### config.mk
export PLATFORM = sky130hd
export DESIGN_NAME = nic_top
export DESIGN_NICKNAME = d
export VERILOG_FILES = /design/src/rtl/nic_pkg.sv /design/src/rtl/nic_pend_store.sv /design/src/rtl/nic_arbiter.sv /design/src/rtl/nic_regs.sv /design/src/rtl/nic_top.sv
export SDC_FILE = /design/constraint.sdc
export NUM_CORES = 1
export LEC_CHECK = 0
export CAP_MARGIN = 5
export CORE_UTILIZATION = 25
export CTS_CLUSTER_DIAMETER = 150
export DETAILED_ROUTE_END_ITERATION = 10
export PLACE_DENSITY = 0.4
export SETUP_SLACK_MARGIN = 0.3
export SLEW_MARGIN = 5
export SYNTH_ARGS = -nofsm -noshare
export SYNTH_HDL_FRONTEND = slang
export SYNTH_SLANG_ARGS = --single-unit
### constraint.sdc
create_clock -name clk -period 62.7 [get_ports clk]
set_input_delay 6.27 -clock clk [delete_from_list [all_inputs] [get_ports clk]]
set_output_delay 6.27 -clock clk [all_outputs]
set_load 0.02 [all_outputs]
### src/rtl/nic_pkg.sv
package nic_pkg;

    typedef enum logic [1:0] {
        ST_IDLE  = 2'd0,
        ST_OFFER = 2'd1,
        ST_ENTER = 2'd2
    } nic_state_e;

    typedef logic [1:0] prio_t;

    // Threshold code latched on handler entry for a given priority
    function automatic logic [1:0] entry_code(input prio_t p);
        logic [1:0] c;
        unique case (p)
            2'd0:    c = 2'b01;
            2'd1:    c = 2'b10;
            default: c = 2'b11;
        endcase
        return c;
    endfunction

endpackage

### src/rtl/nic_pend_store.sv
module nic_pend_store #(
    parameter int NUM_SRC = 44,
    parameter int IDX_W   = 6
) (
    input  logic               clk,
    input  logic               rst_n,
    input  logic [NUM_SRC-1:0] set_i,
    input  logic               clr_en_i,
    input  logic [IDX_W-1:0]   clr_idx_i,
    output logic [NUM_SRC-1:0] pend_o
);

    logic [NUM_SRC-1:0] flag_q;

    generate
        for (genvar i = 0; i < NUM_SRC; i++) begin : g_flag
            logic hit_clr;
            assign hit_clr = clr_en_i && (clr_idx_i == IDX_W'(i));

            always_ff @(posedge clk or negedge rst_n) begin
                if (!rst_n) begin
                    flag_q[i] <= 1'b0;
                end else if (set_i[i]) begin
                    flag_q[i] <= 1'b1;   // new request outranks a same-cycle clear
                end else if (hit_clr) begin
                    flag_q[i] <= 1'b0;
                end
            end
        end
    endgenerate

    assign pend_o = flag_q;

endmodule

### src/rtl/nic_arbiter.sv
module nic_arbiter #(
    parameter int NUM_SRC = 44,
    parameter int IDX_W   = 6
) (
    input  logic [NUM_SRC-1:0]   pend_i,
    input  logic [2*NUM_SRC-1:0] prio_i,
    input  logic [1:0]           thresh_i,
    input  logic                 dis_i,
    output logic                 any_o,
    output logic [IDX_W-1:0]     win_idx_o,
    output logic [1:0]           win_prio_o
);

    always_comb begin
        logic [1:0] p;
        logic       found;
        logic [1:0] best_p;
        logic [IDX_W-1:0] best_i;
        found  = 1'b0;
        best_p = 2'd0;
        best_i = '0;
        // Scan downward; ">=" lets a lower index take a priority tie
        for (int i = NUM_SRC - 1; i >= 0; i--) begin
            p = prio_i[2*i +: 2];
            if (pend_i[i] && !dis_i && (p >= thresh_i)) begin
                if (!found || (p >= best_p)) begin
                    found  = 1'b1;
                    best_p = p;
                    best_i = IDX_W'(i);
                end
            end
        end
        any_o      = found;
        win_idx_o  = best_i;
        win_prio_o = best_p;
    end

endmodule

### src/rtl/nic_regs.sv
module nic_regs #(
    parameter int NUM_SRC  = 44,
    parameter int TOP_BASE = 31,
    parameter int ADDR_W   = 4,
    parameter int VEC_W    = 6
) (
    input  logic                 clk,
    input  logic                 rst_n,
    input  logic                 wr_i,
    input  logic [ADDR_W-1:0]    addr_i,
    input  logic [15:0]          wdata_i,
    input  logic [NUM_SRC-1:0]   pend_i,
    input  logic                 int_i,
    input  logic [1:0]           thresh_i,
    input  logic [VEC_W-1:0]     vec_i,
    output logic [2*NUM_SRC-1:0] prio_o,
    output logic                 dis_o,
    output logic [15:0]          rdata_o
);

    localparam int PRIO_WORDS = (NUM_SRC + 7) / 8;
    localparam int LOW_WORDS  = (TOP_BASE + 15) / 16;
    localparam int PEND_BASE  = PRIO_WORDS;
    localparam int PEND_WORDS = LOW_WORDS + 1;
    localparam int CTRL_ADDR  = PEND_BASE + PEND_WORDS;
    localparam int DIS_BIT    = 5;
    localparam int VEC_LSB    = 6;

    logic [15:0] prio_q [PRIO_WORDS];
    logic        dis_q;
    logic [15:0] pend_word [PEND_WORDS];
    int          a;

    assign a = int'(addr_i);

    generate
        for (genvar w = 0; w < PRIO_WORDS; w++) begin : g_prio_word
            always_ff @(posedge clk or negedge rst_n) begin
                if (!rst_n) begin
                    prio_q[w] <= '0;
                end else if (wr_i && (a == w)) begin
                    prio_q[w] <= wdata_i;
                end
            end
        end
        for (genvar i = 0; i < NUM_SRC; i++) begin : g_prio_map
            assign prio_o[2*i +: 2] = prio_q[i/8][2*(i%8) +: 2];
        end
    endgenerate

    always_ff @(posedge clk or negedge rst_n) begin
        if (!rst_n) begin
            dis_q <= 1'b0;
        end else if (wr_i && (a == CTRL_ADDR)) begin
            dis_q <= wdata_i[DIS_BIT];
        end
    end

    assign dis_o = dis_q;

    // Active-low pending view; absent slots read as "no request"
    always_comb begin
        for (int k = 0; k < PEND_WORDS; k++) begin
            for (int b = 0; b < 16; b++) begin
                int idx;
                int lim;
                idx = (k < LOW_WORDS) ? (16 * k + b) : (TOP_BASE + b);
                lim = (k < LOW_WORDS) ? TOP_BASE : NUM_SRC;
                if (idx < lim) begin
                    pend_word[k][b] = ~pend_i[idx];
                end else begin
                    pend_word[k][b] = 1'b1;
                end
            end
        end
    end

    always_comb begin
        rdata_o = '0;
        if (a < PRIO_WORDS) begin
            rdata_o = prio_q[a];
        end else if (a < CTRL_ADDR) begin
            rdata_o = pend_word[a - PEND_BASE];
        end else if (a == CTRL_ADDR) begin
            rdata_o[15]              = int_i;
            rdata_o[14:13]           = thresh_i;
            rdata_o[VEC_LSB +: VEC_W] = vec_i;
            rdata_o[DIS_BIT]         = dis_q;
        end
    end

endmodule

### src/rtl/nic_top.sv
module nic_top
    import nic_pkg::*;
#(
    parameter int VEC_FIRST = 2,
    parameter int VEC_LAST  = 45,
    parameter int TOP_FIRST = 33,
    parameter int ADDR_W    = 4
) (
    input  logic                               clk,
    input  logic                               rst_n,
    input  logic [VEC_LAST-VEC_FIRST:0]        irq_req_i,
    input  logic                               ack_i,
    input  logic                               restore_i,
    input  logic [1:0]                         restore_code_i,
    input  logic                               reg_wr_i,
    input  logic [ADDR_W-1:0]                  reg_addr_i,
    input  logic [15:0]                        reg_wdata_i,
    output logic [15:0]                        reg_rdata_o,
    output logic                               int_o,
    output logic [$clog2(VEC_LAST+1)-1:0]      vector_o,
    output logic [1:0]                         thresh_o
);

    localparam int NUM_SRC   = VEC_LAST - VEC_FIRST + 1;
    localparam int IDX_W     = $clog2(NUM_SRC);
    localparam int VEC_W     = $clog2(VEC_LAST + 1);
    localparam int TOP_BASE  = TOP_FIRST - VEC_FIRST;
    localparam int CTRL_ADDR = (NUM_SRC + 7) / 8 + (TOP_BASE + 15) / 16 + 1;

    nic_state_e         state_q, state_d;
    logic [NUM_SRC-1:0] pend;
    logic [2*NUM_SRC-1:0] prio_flat;
    logic               dis;
    logic               any_elig;
    logic [IDX_W-1:0]   win_idx;
    prio_t              win_prio;
    logic [IDX_W-1:0]   idx_q;
    prio_t              pprio_q;
    logic [VEC_W-1:0]   vec_q;
    logic [1:0]         thresh_q;
    logic               take_ack;

    assign take_ack = (state_q == ST_OFFER) && ack_i;

    nic_pend_store #(.NUM_SRC(NUM_SRC), .IDX_W(IDX_W)) u_pend (
        .clk       (clk),
        .rst_n     (rst_n),
        .set_i     (irq_req_i),
        .clr_en_i  (take_ack),
        .clr_idx_i (idx_q),
        .pend_o    (pend)
    );

    nic_arbiter #(.NUM_SRC(NUM_SRC), .IDX_W(IDX_W)) u_arb (
        .pend_i     (pend),
        .prio_i     (prio_flat),
        .thresh_i   (thresh_q),
        .dis_i      (dis),
        .any_o      (any_elig),
        .win_idx_o  (win_idx),
        .win_prio_o (win_prio)
    );

    nic_regs #(
        .NUM_SRC (NUM_SRC),
        .TOP_BASE(TOP_BASE),
        .ADDR_W  (ADDR_W),
        .VEC_W   (VEC_W)
    ) u_regs (
        .clk      (clk),
        .rst_n    (rst_n),
        .wr_i     (reg_wr_i),
        .addr_i   (reg_addr_i),
        .wdata_i  (reg_wdata_i),
        .pend_i   (pend),
        .int_i    (int_o),
        .thresh_i (thresh_q),
        .vec_i    (vec_q),
        .prio_o   (prio_flat),
        .dis_o    (dis),
        .rdata_o  (reg_rdata_o)
    );

    // Next-state logic
    always_comb begin
        state_d = state_q;
        unique case (state_q)
            ST_IDLE:  state_d = any_elig ? ST_OFFER : ST_IDLE;
            ST_OFFER: begin
                if (ack_i)          state_d = ST_ENTER;
                else if (!any_elig) state_d = ST_IDLE;
                else                state_d = ST_OFFER;
            end
            ST_ENTER: state_d = any_elig ? ST_OFFER : ST_IDLE;
            default:  state_d = ST_IDLE;
        endcase
    end

    // State register
    always_ff @(posedge clk or negedge rst_n) begin
        if (!rst_n) state_q <= ST_IDLE;
        else        state_q <= state_d;
    end

    // Output registers: presented vector and nesting threshold
    always_ff @(posedge clk or negedge rst_n) begin
        if (!rst_n) begin
            vec_q    <= '0;
            idx_q    <= '0;
            pprio_q  <= '0;
            thresh_q <= 2'b00;
        end else begin
            if (state_d == ST_OFFER) begin
                vec_q   <= VEC_W'(win_idx) + VEC_W'(VEC_FIRST);
                idx_q   <= win_idx;
                pprio_q <= win_prio;
            end
            if (take_ack)       thresh_q <= entry_code(pprio_q);
            else if (restore_i) thresh_q <= restore_code_i;
        end
    end

    assign int_o    = (state_q == ST_OFFER);
    assign vector_o = vec_q;
    assign thresh_o = thresh_q;

endmodule

After elaboration in Yosys (flattened, before gate mapping)
Index checks and enable logic that the tools add are counted.
{ "totals": {"ff_bits": 159, "out_inout_bits": 25} }
{ "classes": {"addsub": 2, "magnitude_cmp": 91, "n_eq_ne": 53, "n_mux": 368, "n_bitwise": 46, "reduce_logical": 277} }
{ "op_table": {"columns": ["operator", "n"], "rows": [
  ["$mux W6", 87],
  ["$mux W2", 90],
  ["$mux W1", 177],
  ["$ge A2 B2 Y1", 87],
  ["$logic_and A1 B1 Y1", 140],
  ["$eq A6 B5 Y1 const B", 16],
  ["$reduce_bool A2 Y1", 45],
  ["$mux W16", 5],
  ["$eq A6 B6 Y1 const B", 12],
  ["$bmux W16 S3", 1],
  ["$eq A6 B4 Y1 const B", 8],
  ["$logic_not A1 Y1", 44],
  ["$not A1 Y1", 44],
  ["$logic_or A1 B1 Y1", 43],
  ["$bmux W16 S2", 1],
  ["$ge A32 B3 Y1 const B", 1],
  ["$ge A32 B4 Y1 const B", 1],
  ["$logic_not A32 Y1", 1],
  ["$not A32 Y32", 1],
  ["$not A4 Y32", 1],
  ["$eq A6 B3 Y1 const B", 4],
  ["$mux W7", 2],
  ["$eq A4 B4 Y1 const B", 3],
  ["$eq A6 B2 Y1 const B", 2],
  ["15 further kinds", 21]
]} }

Longest topological paths before layout
Gate-level depths: netlist of the first run.
{ "logic_depth": {"ltp_word": 180, "depth_mapped": 293} }

Hierarchy
A second synthesis of the first run with hierarchy kept.
{ "unflattened": {"cells_unflattened": 1626, "area_unflattened_um2": 15011.9} }
{ "modules_own_cells": {"columns": ["module", "n_inst", "cells_each", "area_per_inst_um2", "seq_area_each_um2"], "rows": [
  ["nic_arbiter", 1, 917, 6389.9, 0.0],
  ["nic_regs", 1, 452, 5813.1, 2427.3],
  ["nic_pend_store", 1, 203, 2043.2, 1101.1],
  ["nic_top", 1, 54, 765.7, 425.4]
]} }

Least setup slack after synthesis of the first run
OpenSTA, ideal clock, no wires.
{ "synth_timing": {"path_type": "register -> register", "startpoint": "reg thresh_q[0], in the netlist thresh_o[0]", "endpoint": "reg vec_q[4], in the netlist vector_o[4]", "arrival_ns": 53.163, "required_ns": 62.565, "setup_slack_ns": 9.403, "path_stages_with_launch": 273, "path_buffers": 1, "synth_period_minus_slack_ns": 53.297, "cell_sequence": "dfrtp_1 ha_1 nor3b_1 nor4_1 ha_1 nand2b_1 a21oi_1 o21a_1 a22o_1 ha_1 nand2b_1 a21oi_1 o21ai_1 a222oi_1 nor2_1 ha_1 nand2b_1 a21oi_1 (+237 left out) o41a_1 a21oi_1 a31oi_2 ha_1 nand2b_1 a21oi_1 a21boi_1 mux2_2 ha_1 nand2b_1 a21oi_1 a21boi_1 nor2_1 nand4b_1 o21bai_1 nor3_1 xor2_1 o21ai_0"} }
{ "synth_between": {"elab_chain_len": 179, "word_cells_on_any_way": 481, "cone_classes": "1 x add/sub; 87 x order compare; 1 x eq/ne; 262 x mux; 130 x reduce/logical"} }
{ "synth_lines": {"columns": ["element", "line_no", "source"], "rows": [
  ["start: declaration", "nic_top.sv:40", "logic [1:0] thresh_q;"],
  ["start signal: assignment", "nic_top.sv:118", "if (take_ack) thresh_q <= entry_code(pprio_q);"],
  ["start signal: assignment", "nic_top.sv:119", "else if (restore_i) thresh_q <= restore_code_i;"],
  ["$ge A2 B2 Y1", "nic_arbiter.sv:25", "if (pend_i[i] && !dis_i && (p >= thresh_i)) begin"],
  ["$logic_and A1 B1 Y1", "nic_arbiter.sv:25", null],
  ["$mux W2 / $mux W1 (equally long branches)", "nic_arbiter.sv:25", null],
  ["$ge A2 B2 Y1 / $logic_not A1 Y1 (equally long branches)", "nic_arbiter.sv:26", "if (!found || (p >= best_p)) begin"],
  ["$logic_or A1 B1 Y1", "nic_arbiter.sv:26", null],
  ["$mux W2 / $mux W1 (equally long branches)", "nic_arbiter.sv:26", null],
  ["$mux W2 / $mux W1 (equally long branches)", "nic_arbiter.sv:25", null],
  ["$ge A2 B2 Y1 / $logic_not A1 Y1 (equally long branches)", "nic_arbiter.sv:26", null],
  ["(+163 left out)", null, null],
  ["$ge A2 B2 Y1 / $logic_not A1 Y1 (equally long branches)", "nic_arbiter.sv:26", null],
  ["$logic_or A1 B1 Y1", "nic_arbiter.sv:26", null],
  ["$mux W1", "nic_arbiter.sv:26", null],
  ["$mux W1", "nic_arbiter.sv:25", null],
  ["$mux W1", "nic_top.sv:88, nic_top.sv:91, nic_top.sv:94", null],
  ["$mux W2", "nic_top.sv:90", "if (ack_i) state_d = ST_ENTER;"],
  ["$pmux W2 S2", "nic_top.sv:87", "unique case (state_q)"],
  ["$eq A2 B1 Y1", "nic_top.sv:113", "if (state_d == ST_OFFER) begin"],
  ["end signal: assignment", "nic_top.sv:114", "vec_q <= VEC_W'(win_idx) + VEC_W'(VEC_FIRST);"],
  ["end: declaration", "nic_top.sv:39", "logic [VEC_W-1:0] vec_q;"]
]} }
Parallel ways exist; a longest one is shown, timed or not.
A chain may end at the register's enable or synchronous reset.

Worst setup path in the final report of the first run
{ "layout_timing": {"startpoint": "reg thresh_q[0], in the netlist thresh_o[0]", "endpoint": "reg vec_q[5], in the netlist vector_o[5]"} }
{ "layout_between": {"word_cells_on_any_way": 481, "cone_classes": "1 x add/sub; 87 x order compare; 1 x eq/ne; 262 x mux; 130 x reduce/logical"} }
{ "layout_rtl": {"columns": ["element", "line_no", "source"], "rows": [
  ["$ge A2 B2 Y1", "nic_arbiter.sv:25", null],
  ["$logic_and A1 B1 Y1", "nic_arbiter.sv:25", null],
  ["$mux W2 / $mux W1 (equally long branches)", "nic_arbiter.sv:25", null],
  ["$ge A2 B2 Y1 / $logic_not A1 Y1 (equally long branches)", "nic_arbiter.sv:26", null],
  ["$logic_or A1 B1 Y1", "nic_arbiter.sv:26", null],
  ["$mux W2 / $mux W1 (equally long branches)", "nic_arbiter.sv:26", null],
  ["$mux W2 / $mux W1 (equally long branches)", "nic_arbiter.sv:25", null],
  ["$ge A2 B2 Y1 / $logic_not A1 Y1 (equally long branches)", "nic_arbiter.sv:26", null],
  ["(+161 left out)", null, null],
  ["$mux W2 / $mux W1 (equally long branches)", "nic_arbiter.sv:26", null],
  ["$mux W2 / $mux W1 (equally long branches)", "nic_arbiter.sv:25", null],
  ["$ge A2 B2 Y1 / $logic_not A1 Y1 (equally long branches)", "nic_arbiter.sv:26", null],
  ["$logic_or A1 B1 Y1", "nic_arbiter.sv:26", null],
  ["$mux W6", "nic_arbiter.sv:26", null],
  ["$mux W6 *", "nic_arbiter.sv:25", null],
  ["via u_arb.win_idx_o[2]", "nic_arbiter.sv:10", "output logic [IDX_W-1:0] win_idx_o,"],
  ["$add A6 B2 Y6 *", "nic_top.sv:114", null]
]} }
The timed path passes the listed nets; every way through them passes the cells marked *.

==> summary.md, run 1 <==
| Metric | Value |
|---|---|
| Maximum VDD drop | `between 20 and 25 uV` |
| Clock buffer depth | `2` |
| Syn nets | `1751` |
| CTS buffer count | `17` |
| Crit-path most repeated cell | `ha_1` |
| Vias in the first global route | `12175` |
| Sequential Area | `3956 um^2` |
| Top Metal Used | `met5` |
| Rel. slew slack | `21.34%` |
| DIE WIDTH | `237.7 um` |
| Routed met1 length | `roughly 29 mm` |
| Hold Violations, Final | `0` |
| Clock root cell | `clkbuf_16` |
| RSZ-0062 raised after global routing | `no` |
| Syn Inst Count | `~1500` |
| Maximum clock rate | `0.01732 GHz` |
| Period minus WS final | `57750 ps` |
| Avg WL per Cell | `24.68 um` |
| Area growth from synthesis to layout | `18.23%` |
| Sink Count | `roughly 160` |
| Register area share after synthesis | `28.46%` |
| Die height | `around 240 um` |
| Max Slew Vio Count | `0` |
| Startpoint types | `flop` |
| Total power | `0.9447 mW` |
| Synth Flop Type | `dfrtp_1` |
| Cell Area, Synth | `between 10000 and 15000 um^2` |
| Largest net degree at the start of global routing | `62` |
| Final ANT Viol Nets | `0` |
| Dpl cell area | `15700 um^2` |
| Status | `finished, final reports clean` |
| HP Start | `u_pend.pend_o[32]$_DFFE_PN0P_` |
| Fillcell total | `5791` |
| Final worst-path cycle share | `92.11%` |
| Final WL | `about 59 mm` |
| Post-synth EDFFs | `0` |
| Area occupied by multi-input gates | `9514 um^2` |
| Maximum fanout along the worst path | `30` |
| Share of cells above drive strength 1 | `approximately 15%` |
| Clock Latency Late Sink | `470 ps` |
| Synth Warn # | `0` |
| Async SR Flop Fraction | `100.0%` |
| Initial Util | `around a quarter` |
| Worst min-delay path class | `flop to flop` |
| Final setup TNS | `0 ps` |
| Crit-path slowest cell | `a222oi_1` |
| Routed met2 length | `26.79 mm` |
| Most frequent cells in the layout | `dfrtp_1, nand2_1, ha_1` |
| RR Startpoint | `thresh_o[0]$_DFFE_PN0P_` |
| Critical Path Max Stage Delay | `480 ps` |
| Commonest non-fill, non-tap cell in the layout | `dfrtp_1` |
| Crit end category | `flop` |
| Critical path origin | `thresh_o[0]$_DFFE_PN0P_` |
| MaxCap Viol Count | `0` |
| Final hold slack | `about 490 ps` |
| Via count | `12589` |
| First-pass GRT wire length | `85.87 mm` |
| Reg-to-reg slack, setup | `around 4900 ps` |
| Net count, final | `1834` |
| GPL Wtd Cong | `roughly 0.88` |
| Row Count | `between 80 and 90` |
| DP Cell Count | `roughly 2400` |
| Antenna violations before repair | `7` |
| Setup CP Type | `flop to flop` |
| Die area | `56510 um^2` |
| Power Density | `57.52 nW/um^2` |
| CTS tree | `built` |
| CORE AREA | `around 55000 um^2` |
| Syn avg cell area | `9.008 um^2` |
| Design Area, Final | `16420 um^2` |
| Synthesis-stage register bit count | `around 160` |
| DR pass1 iterations | `9` |
| Least-Margin Pin Slew | `1170 ps` |
| Final std cells w/o fill | `2388` |
| Grt ovf | `0` |
| Final setup fails | `0` |
| Crit path DAT | `58130 ps` |
| Worst EP required | `~63000 ps` |
| PortBufs | `95` |
| Total track usage | `20.90%` |
| Met3 wire len | `2.538 mm` |
| Post-synth cell types | `101` |
| Initial DRC Count | `1062` |
| H-tree depth | `4` |
| Drc violations | `0` |
| Routed vias/inst | `around 5.3` |
| Pleak | `~6.7 nW` |
| I/O pin total | `between 90 and 100` |
| HPWL after detailed placement | `46.61 mm` |
| Clock Skew | `11.47 ps` |
| Clock transition at path regs | `80 ps` |
metal layers:
layer	up-vias	global-route usage, %
met1	6339	29.73
met3	33	3.054
li1	5913	-
met4	6	4.106
met5	-	0
met2	298	33.42
timing repair:
item                                    4_1_cts  5_1_grt
endpoints found under the hold margin         0        0
hold buffers                                  0        0
buffers inserted                              0        2
endpoints found under the setup margin        0       13
gates resized for setup                       0       28
cell type report:
| cell class | count | share of cell area [%] |
|---|---|---|
| antenna | 2 | 0.03047 |
| sequential | 158 | 24.09 |
| timing repair buffer | 114 | 6.643 |
| clock inverter | 14 | 1.051 |
| inverter | 81 | 1.882 |
| clock buffer | 18 | 2.674 |
| tap | 748 | 5.699 |
| multi-input combinational | 1253 | 57.93 |
Yosys cell counts, drive strengths merged (5+ instances only):
cell    number  area share, %
a31oi       10           0.54
inv         80            2.2
nor3        36            1.4
o21ai       83            3.0
nor3b       38            2.1
dfrtp      158             28
o21a         8           0.43
ha         138             12
a21boi      11           0.65
a22oi       25            1.4
a221oi      12           0.88
o211ai      12           0.65
buf         14           0.57
nand3       33            1.2
or3          7           0.32
mux4        16            2.6
a22o         5           0.32
nand2      150            4.1
o32ai        7           0.44
a211oi      10           0.54
mux2       119            9.7
o22ai       19           0.90
o31ai       14           0.89
nor4        11           0.54
mux2i       10           0.72
nor2b       19           0.86
maj3        17            1.2
nand4        9           0.41
nand2b      96            4.4
clkbuf      36           0.97
and2        20           0.90
a21o        52            2.8
nor2        84            2.3
a21oi       94            3.5
and3        15           0.68
worst max-delay path: cells and delay by family, from the launching register on:
family,cells,cell delay (ps)
AOI/OAI and AO/OA,100,20220
and+or+nand+nor,97,14020
buffers and inverters,8,850
muxes,12,4210
DFF,1,400
adders and majority gates,62,17850
metrics by stage:
stage / worst slack (ps) / util (%)
after global placement: 3742 / 28.55
after floorplan: 9403 / -
after detailed placement: 3091 / 28.55
final: 4947 / 29.87
after CTS: 2836 / 29.66
after global routing: 232.1 / 29.86
path summary, 6_finish.rpt:
check	endpoint	cells past startpoint
setup / recovery	vector_o[5]$_DFFE_PN0N_	279
hold reg to reg	u_pend.pend_o[32]$_DFFE_PN0P_	1
setup reg to reg	vector_o[5]$_DFFE_PN0N_	279
hold / removal	u_pend.pend_o[32]$_DFFE_PN0P_	1
max in group asynchronous	thresh_o[0]$_DFFE_PN0P_	2
min in group asynchronous	idx_q[0]$_DFFE_PN0N_	1
cells by family (layout without fill, tap and decap cells):
family                   count (synthesis)  after routing  synth area share [%]
AND/OR/NAND/NOR                        543            543                 20.76
AO/OA/AOI/OAI                          408            408                 20.26
flip-flops                             158            158                 28.46
adder cells (fa/ha/maj)                155            155                 13.67
multiplexers                           145            145                 12.99
buffers and inverters                  131            227                 3.729
XOR/XNOR                                 2              2                0.1261
other                                    0              2                     0
registers in the layout, summed over array words and instances, names as in the netlist:
signal and cells:
idx_q 6, pprio_q 2, state_q 2, thresh_o 2, u_pend.pend_o 44, u_regs.dis_o 1, u_regs.prio_o 88, u_regs.prio_q 8
vector_o 5
report_power, final:
part	switching, mW	leakage, nW	internal (mW)	total [mW]
Sequential	0.0389	1.78	0.123	0.161
Combinational	0.386	4.61	0.286	0.672
Clock	0.0532	0.296	0.0581	0.111
Total	0.478	6.68	0.467	0.945
Note: power is estimated with default switching activity, not from simulation.
==> run 2: changes to the inputs <==
--- a/config.mk
+++ b/config.mk
@@ -11,7 +11,7 @@
 export DETAILED_ROUTE_END_ITERATION = 10
 export PLACE_DENSITY = 0.4
 export SETUP_SLACK_MARGIN = 0.3
-export SLEW_MARGIN = 5
+export SLEW_MARGIN = 15
 export SYNTH_ARGS = -nofsm -noshare
 export SYNTH_HDL_FRONTEND = slang
 export SYNTH_SLANG_ARGS = --single-unit
==> summary.md, run 2 (same netlist as run 1, synthesis figures left out) <==
| Metric | Value |
|---|---|
| Status | `finished, final reports clean` |
| MaxCap Viol Count | `0` |
| HPWL after detailed placement | `46.61 mm` |
| Net count, final | `1834` |
| CTS tree | `built` |
| Drc violations | `0` |
| Final ANT Viol Nets | `0` |
| Period minus WS final | `57750 ps` |
| Hold Violations, Final | `0` |
| Dpl cell area | `between 15000 and 20000 um^2` |
| RSZ-0062 raised after global routing | `no` |
| Clock buffer depth | `2` |
| Sink Count | `158` |
| Row Count | `86` |
| DP Cell Count | `between 2000 and 2500` |
| Fillcell total | `5790` |
| First-pass GRT wire length | `85.87 mm` |
| Final worst-path cycle share | `just over 90%` |
| Final setup fails | `0` |
| Crit-path slowest cell | `a222oi_1` |
| Area growth from synthesis to layout | `18.23%` |
| Largest register FFs | `88` |
| Final std cells w/o fill | `2386` |
| Largest net degree at the start of global routing | `62` |
| Die height | `237.7 um` |
| Worst Setup Slack, final | `4945 ps` |
| DIE WIDTH | `approximately 240 um` |
| Crit path DAT | `58130 ps` |
| Clock Latency Late Sink | `between 400 and 500 ps` |
| Startpoint types | `flop` |
| DR pass1 iterations | `5` |
| Power Density | `around 58 nW/um^2` |
| Rel. slew slack | `24.21%` |
| Dpl ws | `3091 ps` |
| Routed vias/inst | `approximately 5.3` |
| Avg WL per Cell | `24.66 um` |
| Via count | `12553` |
| Die area | `56510 um^2` |
| Max Slew Vio Count | `0` |
| Initial DRC Count | `1028` |
| CTS buffer count | `17` |
| Final setup TNS | `0 ps` |
| Crit-path most repeated cell | `ha_1` |
| Critical Path Max Stage Delay | `480 ps` |
| Most frequent cells in the layout | `dfrtp_1, nand2_1, ha_1` |
| CORE AREA | `54990 um^2` |
| Total track usage | `20.90%` |
| Vias in the first global route | `12175` |
| Worst EP required | `63080 ps` |
| Initial Util | `about a quarter` |
| Commonest non-fill, non-tap cell in the layout | `dfrtp_1` |
| Least-Margin Pin Slew | `1133 ps` |
| GPL Wtd Cong | `a little under 0.9` |
| Maximum clock rate | `approximately 0.017 GHz` |
| ANT cells | `0` |
| I/O pin total | `96` |
| Worst min-delay path class | `flop to flop` |
| Reg-to-reg slack, setup | `4950 ps` |
| Clock root cell | `clkbuf_16` |
| Pleak | `6.684 nW` |
| Setup CP Type | `flop to flop` |
| H-tree depth | `4` |
| Antenna violations before repair | `7` |
| Design Area, Final | `between 15000 and 20000 um^2` |
| Grt ovf | `0` |
| Maximum VDD drop | `21.07 uV` |
| Clock transition at path regs | `approximately 70 ps` |
| Maximum fanout along the worst path | `30` |
| Clock Skew | `10.61 ps` |
| Final WL | `58.83 mm` |
| Share of cells above drive strength 1 | `15.45%` |
| Crit end category | `flop` |
| Final core utilization | `29.87%` |
| PortBufs | `95` |
run 2: path summary, 6_finish.rpt:
| path | startpoint | endpoint | depth (start not counted) |
|---|---|---|---|
| setup reg to reg | thresh_o[0]$_DFFE_PN0P_ | vector_o[5]$_DFFE_PN0N_ | 279 |
| max in group asynchronous | rst_n | thresh_o[0]$_DFFE_PN0P_ | 2 |
| hold reg to reg | u_pend.pend_o[34]$_DFFE_PN0P_ | u_pend.pend_o[34]$_DFFE_PN0P_ | 1 |
| hold / removal | u_pend.pend_o[34]$_DFFE_PN0P_ | u_pend.pend_o[34]$_DFFE_PN0P_ | 1 |
| min in group asynchronous | rst_n | idx_q[0]$_DFFE_PN0N_ | 1 |
| setup / recovery | thresh_o[0]$_DFFE_PN0P_ | vector_o[5]$_DFFE_PN0N_ | 279 |
run 2: critical path: cells and delay by family, from the launching register on:
| family | cells | cell delay, ps |
|---|---|---|
| buf+inv | 8 | 840 |
| flops | 1 | 400 |
| simple gates | 97 | 14000 |
| compound gates | 100 | 20210 |
| mux | 12 | 4200 |
| fa+ha+maj | 62 | 17860 |
run 2: cell type report:
cell class                 count  area [um^2]  share of cell area [%]
clock buffer                  18        439.2                   2.674
clock inverter                14        172.7                   1.051
inverter                      81        309.0                   1.882
multi-input combinational   1253         9519                   57.96
sequential                   158         3956                   24.09
tap                          748        935.9                   5.699
timing repair buffer         114         1091                   6.643
run 2: timing repair:
| item | CTS | global route |
|---|---|---|
| hold buffers | 0 | 0 |
| buffers inserted | 0 | 2 |
| setup endpoints to repair | 0 | 13 |
| gates resized for setup | 0 | 28 |
run 2: metrics by stage:
stage	hold WS (ps)	total power, mW
after floorplan	449.1	0.6303
after global placement	464.2	0.8097
after detailed placement	470.1	0.8173
after CTS	494.2	0.9339
after global routing	517.6	1.033
final	494.6	0.9445
run 2: metal layers:
layer | global-route usage, % | vias to the layer above | routed length, um
li1 | - | 5910 | -
met1 | 29.73 | 6273 | 28670
met2 | 33.42 | 327 | 26790
met3 | 3.054 | 35 | 2559
met4 | 4.106 | 8 | 735
met5 | 0 | - | 79
run 2: power by group:
group          total (mW)  switching (mW)  internal (mW)
combinational       0.672           0.386          0.286
clock               0.111          0.0532         0.0581
sequential          0.162          0.0390          0.123
total               0.945           0.478          0.467
==> run 3: changes to the inputs <==
--- a/config.mk
+++ b/config.mk
@@ -11,7 +11,6 @@
 export DETAILED_ROUTE_END_ITERATION = 10
 export PLACE_DENSITY = 0.4
 export SETUP_SLACK_MARGIN = 0.3
-export SLEW_MARGIN = 15
 export SYNTH_ARGS = -nofsm -noshare
 export SYNTH_HDL_FRONTEND = slang
 export SYNTH_SLANG_ARGS = --single-unit
==> results of run 3 <==
The final DEF is identical to that of run 1; final timing and power are the same.
